$ cat config.mk
export PLATFORM = sky130hd
export DESIGN_NAME = burst_addr_seq
export DESIGN_NICKNAME = d
export VERILOG_FILES = /design/src/rtl/burst_pkg.sv /design/src/rtl/burst_order.sv /design/src/rtl/burst_beat_fsm.sv /design/src/rtl/burst_base_reg.sv /design/src/rtl/burst_addr_seq.sv
export SDC_FILE = /design/constraint.sdc
export NUM_CORES = 1
export LEC_CHECK = 0
export BUFFER_PORTS_ARGS = -buffer_cell sky130_fd_sc_hd__clkbuf_2
export CAP_MARGIN = 25
export CORE_MARGIN = 10
export CORE_UTILIZATION = 30
export CTS_BUF_LIST = sky130_fd_sc_hd__clkbuf_8
export CTS_CLUSTER_DIAMETER = 80
export CTS_CLUSTER_SIZE = 14
export DETAILED_ROUTE_END_ITERATION = 10
export PLACE_DENSITY = 0.59
export RECOVER_POWER = 25
export SLEW_MARGIN = 20
export SYNTH_ARGS = -nofsm -noshare
export SYNTH_HDL_FRONTEND = slang
export SYNTH_SLANG_ARGS = --single-unit
$ cat constraint.sdc
create_clock -name clk -period 1.37 [get_ports clk]
set_input_delay 0.2055 -clock clk [delete_from_list [all_inputs] [get_ports clk]]
set_output_delay 0.2055 -clock clk [all_outputs]
set_load 0.1 [all_outputs]
$ cat src/rtl/burst_pkg.sv
package burst_pkg;

    localparam int unsigned OFS_W     = 2;
    localparam int unsigned BURST_LEN = 1 << OFS_W;

    typedef enum logic [OFS_W-1:0] {
        ST_BEAT0 = 2'd0,
        ST_BEAT1 = 2'd1,
        ST_BEAT2 = 2'd2,
        ST_BEAT3 = 2'd3
    } beat_state_t;

    typedef enum logic {
        ORD_LINEAR     = 1'b0,
        ORD_INTERLEAVE = 1'b1
    } burst_order_t;

endpackage

$ cat src/rtl/burst_order.sv
module burst_order
    import burst_pkg::*;
(
    input  logic [OFS_W-1:0] base_lo,
    input  beat_state_t      beat,
    input  burst_order_t     order,
    output logic [OFS_W-1:0] ofs
);

    logic [OFS_W-1:0] lin_ofs;
    logic [OFS_W-1:0] ilv_ofs;

    assign lin_ofs = base_lo + OFS_W'(beat);

    for (genvar b = 0; b < OFS_W; b++) begin : g_ilv
        assign ilv_ofs[b] = base_lo[b] ^ beat[b];
    end

    always_comb begin
        unique case (order)
            ORD_LINEAR:     ofs = lin_ofs;
            ORD_INTERLEAVE: ofs = ilv_ofs;
            default:        ofs = lin_ofs;
        endcase
    end

endmodule

$ cat src/rtl/burst_beat_fsm.sv
module burst_beat_fsm
    import burst_pkg::*;
(
    input  logic        clk,
    input  logic        rst,
    input  logic        en,
    input  logic        load,
    output beat_state_t beat
);

    beat_state_t state_q;
    beat_state_t state_d;

    always_ff @(posedge clk) begin
        if (rst) begin
            state_q <= ST_BEAT0;
        end else if (en) begin
            state_q <= state_d;
        end
    end

    always_comb begin
        state_d = state_q;
        if (load) begin
            state_d = ST_BEAT0;
        end else begin
            unique case (state_q)
                ST_BEAT0: state_d = ST_BEAT1;
                ST_BEAT1: state_d = ST_BEAT2;
                ST_BEAT2: state_d = ST_BEAT3;
                ST_BEAT3: state_d = ST_BEAT0;
                default:  state_d = ST_BEAT0;
            endcase
        end
    end

    assign beat = state_q;

    AST_WRAP_TO_ZERO: assert property (@(posedge clk) disable iff (rst)
        (en && !load && state_q == ST_BEAT3) |=> (state_q == ST_BEAT0));
    AST_LOAD_RESTART: assert property (@(posedge clk) disable iff (rst)
        (en && load) |=> (state_q == ST_BEAT0));

endmodule

$ cat src/rtl/burst_base_reg.sv
module burst_base_reg
    import burst_pkg::*;
#(
    parameter int unsigned ADDR_W = 17
) (
    input  logic              clk,
    input  logic              rst,
    input  logic              en,
    input  logic              load,
    input  logic              order_in,
    input  logic [ADDR_W-1:0] addr_in,
    output logic [ADDR_W-1:0] base,
    output burst_order_t      order
);

    always_ff @(posedge clk) begin
        if (rst) begin
            base  <= '0;
            order <= ORD_LINEAR;
        end else if (en && load) begin
            base  <= addr_in;
            order <= burst_order_t'(order_in);
        end
    end

    AST_ORDER_KEPT: assert property (@(posedge clk) disable iff (rst)
        (!(en && load)) |=> $stable(order));

endmodule

$ cat src/rtl/burst_addr_seq.sv
module burst_addr_seq
    import burst_pkg::*;
#(
    parameter int unsigned ADDR_W = 17
) (
    input  logic              clk,
    input  logic              rst,
    input  logic              clk_en_n,
    input  logic              adv_ld_n,
    input  logic              order_sel,
    input  logic [ADDR_W-1:0] addr_in,
    output logic [ADDR_W-1:0] addr_out
);

    localparam int unsigned HI_W = ADDR_W - OFS_W;

    logic             en;
    logic             load;
    logic [ADDR_W-1:0] base;
    burst_order_t     order;
    beat_state_t      beat;
    logic [OFS_W-1:0] ofs;

    assign en   = !clk_en_n;
    assign load = !adv_ld_n;

    burst_base_reg #(.ADDR_W(ADDR_W)) u_base (
        .clk      (clk),
        .rst      (rst),
        .en       (en),
        .load     (load),
        .order_in (order_sel),
        .addr_in  (addr_in),
        .base     (base),
        .order    (order)
    );

    burst_beat_fsm u_fsm (
        .clk  (clk),
        .rst  (rst),
        .en   (en),
        .load (load),
        .beat (beat)
    );

    burst_order u_order (
        .base_lo (base[OFS_W-1:0]),
        .beat    (beat),
        .order   (order),
        .ofs     (ofs)
    );

    assign addr_out = {base[ADDR_W-1:OFS_W], ofs};

    AST_LOAD_ADDR: assert property (@(posedge clk) disable iff (rst)
        (en && load) |=> (addr_out == $past(addr_in)));
    AST_HOLD_DISABLED: assert property (@(posedge clk) disable iff (rst)
        (!en) |=> $stable(addr_out));
    AST_UPPER_FIXED: assert property (@(posedge clk) disable iff (rst)
        (en && !load) |=> (addr_out[ADDR_W-1:OFS_W] == $past(addr_out[ADDR_W-1:OFS_W])));
    AST_STEP_MOVES: assert property (@(posedge clk) disable iff (rst)
        (en && !load) |=> (addr_out[OFS_W-1:0] != $past(addr_out[OFS_W-1:0])));

    initial begin
        assert (HI_W >= 1) else $error("address too narrow");
    end

endmodule

==> results.sh <==
export IMPL_status="finished with violations"
export IMPL_violations="setup timing"
export IMPL_crit_chain="ha_2 -> nor2b_4 -> xnor2_4 -> buf_12"
export IMPL_syn_area_sq_um=966
export IMPL_crit_path_start_kind="flop"
export IMPL_cp_data_required_time_ns=1.16
export IMPL_yosysMostFrequentCell="nand2_1"
export IMPL_coreArea_sq_um=3080
export IMPL_final_setup_worst_slack_ns=-0.0896
export IMPL_clkLatencyLatePin_ns=0.25
export IMPL_fin_setup_tns_ns=-0.0896
export IMPL_syn_to_final_growth_pct=27.1
export IMPL_routedWlPerCell_um=12.4
export IMPL_max_freq_mhz=685
export IMPL_stdcell_count=179
export IMPL_insertedDiodeCount=0
export IMPL_yosys_cell_types_count=20
export IMPL_synth_top_area_share_pct=41.5
export IMPL_min_period_over_period_pct=107
export IMPL_hp_class="in2reg"
export IMPL_finalWeightedCongestion=0.641
export IMPL_clk_pin_slew_ns=0.08
export IMPL_clk_path_buf_depth=2
export IMPL_slew_viol_final=0
export IMPL_design_area_sq_um=1230
export IMPL_synth_seq_cells=20
export IMPL_cpPeakStageDelay_ns=0.34
export IMPL_antenna_left=0
export IMPL_worstMarginPinSlew_ns=0.724
export IMPL_num_io_pins=39
export IMPL_grt_overflow=0
export IMPL_cts_buffers_inserted=3
export IMPL_slew_headroom_pct=51.7
export IMPL_root_buffer="clkbuf_8"
export IMPL_synth_main_ff_cell="dfxtp_1"
export IMPL_via_count=734
export IMPL_whs_ns=0.165
export IMPL_fin_worst_skew_ns=0.0000122
export IMPL_synth_cells=110
export IMPL_syn_num_nets=135
export IMPL_cap_violations=0
export IMPL_yosys_top_cells_count="27 x nand2_1, 20 x dfxtp_1, 15 x buf_4, 10 x a21oi_2, 10 x nand2_2"
export IMPL_slowest_stage="dfxtp_2"
export IMPL_fin_util_pct=39.9
export IMPL_h_tree_depth=1
export IMPL_yosysTopAreaCell="dfxtp_1"
export IMPL_worstSetupPathType="reg2out"
export IMPL_antenna_found_initial=0
export IMPL_yosysSeqAreaShare_pct=41.5
export IMPL_ys_warn_count=0
export IMPL_place_area_sq_um=1170
export IMPL_die_w_um=76.7
export IMPL_vias_per_cell=4.10
export IMPL_fin_crit_ns=1.46
export IMPL_crit_path_max_fanout=2
export IMPL_ctsHoldBuffers=0
export IMPL_netlist_top_cells_area="dfxtp_1 41%, buf_4 12%, nand2_1 10%"
export IMPL_ir_worst_vdd_mv=0.383
export IMPL_crit_buf_inv=1
export IMPL_start_util_pct=31.4
export IMPL_die_area_sq_um=5890
export IMPL_cts_tree="built"
export IMPL_grt_usage_pct=7.64
export IMPL_nFillCells=333
export IMPL_setup_viol=1
export IMPL_power_per_cell_area_nw_per_um2=1180
export IMPL_hold_viol_final=0
export IMPL_rows=20
export IMPL_leakagePower_nw=0.511
export IMPL_dpl_hpwl_um=1730
export IMPL_async_flop_share_pct=0
export IMPL_portBuffers=38
export IMPL_dp_slack_ns=0.116
export IMPL_clkSinkCount=20
export IMPL_dp_cells=174
export IMPL_finalPower_mw=1.45
export IMPL_drive_above_1_share_pct=52.6
export IMPL_crit_family="flip-flops"
export IMPL_drc=0
export IMPL_avgSynthCellArea_sq_um=8.78
export IMPL_grt_pass1_wl_um=3830
export IMPL_finalNetCount=161
export IMPL_rsz0062_at_grt="yes"
export IMPL_drtIter0Drc=31
export IMPL_die_y_um=76.7
export IMPL_crit_path_end_kind="output pin"
export IMPL_first_global_vias=844
export IMPL_dr_pass1_iters=4
export IMPL_cp_arrival_ns=1.25
export IMPL_grt_max_degree=21
export IMPL_synth_edf_count=0
export IMPL_drt_total_wl_um=2220
[logic make-up (layout without fill, tap and decap cells)]
logic type      count (synthesis)  count (layout)  share of synthesized area (%)
buf+inv                        22              47                           17.1
fa+ha+maj                       3               3                           3.89
flops                          20              20                           41.5
xor+xnor                        2               2                           1.81
compound gates                 21              21                           15.0
simple gates                   42              42                           20.7
[routing by layer]
layer,part of all wire [%],vias to the layer above,GRT usage (%)
li1,-,383,-
met3,11,2,4.31
met2,42,30,11.6
met1,47,319,8.94
met4,0.40,0,2.23
met5,0,-,0
[layout by cell type, fill, tap and decap left out, types with 2 or more instances in the layout]
| master | Yosys | final |
|---|---|---|
| buf_4 | 15 | 18 |
| ha_1 | 3 | 2 |
| a21oi_1 | 9 | 10 |
| buf_12 | 1 | 2 |
| nand2_1 | 27 | 27 |
| dfxtp_2 | 0 | 2 |
| nand2_2 | 10 | 10 |
| dfxtp_1 | 20 | 18 |
| clkbuf_8 | 0 | 4 |
| clkbuf_2 | 0 | 20 |
| a21oi_2 | 10 | 9 |
| inv_1 | 2 | 2 |
[worst register-to-register path, stage by stage, from the launching register on]
cell and delay (ns):
dfxtp_2 0.34, buf_4 0.10, inv_1 0.05, ha_1 0.28, a22oi_1 0.14, nor2_1 0.06
[final cells by class]
cell class / instances / area, sq um / area share (%)
clock buffer: 4 / 55.1 / 4.49
inverter: 2 / 7.51 / 0.612
multi-input combinational: 68 / 428 / 34.9
sequential: 20 / 403 / 32.8
tap: 44 / 55.1 / 4.49
timing repair buffer: 41 / 279 / 22.7
[worst paths after layout]
check	cells after the start	startpoint	endpoint	slack, ns
setup reg to reg	5	u_fsm.beat[0]$_SDFFE_PP0N_	u_fsm.beat[1]$_SDFFE_PP0N_	0.28
setup / recovery	4	u_fsm.beat[0]$_SDFFE_PP0N_	addr_out[1]	-0.09
hold reg to reg	2	u_base.base[2]$_SDFFE_PP0P_	u_base.base[2]$_SDFFE_PP0P_	0.46
hold / removal	3	addr_in[4]	u_base.base[4]$_SDFFE_PP0P_	0.17
[flip-flops by register name (all words and copies together), names as in the netlist]
| signal | flops |
|---|---|
| u_base.order | 1 |
| u_fsm.beat | 2 |
| u_base.base | 17 |
[power by group]
group          switching [mW]  total (mW)  internal, mW
combinational           0.266       0.372         0.106
clock                   0.196       0.452         0.256
sequential             0.0182       0.626         0.608
total                   0.481        1.45         0.970
[repair_timing]
| action | CTS | global route |
|---|---|---|
| endpoints found under the setup margin | 1 | 1 |
| gates resized for setup | 2 | 0 |
| setup buffers | 1 | 0 |
| pin swaps | 2 | 0 |
Power figures use the tool's default switching activity.
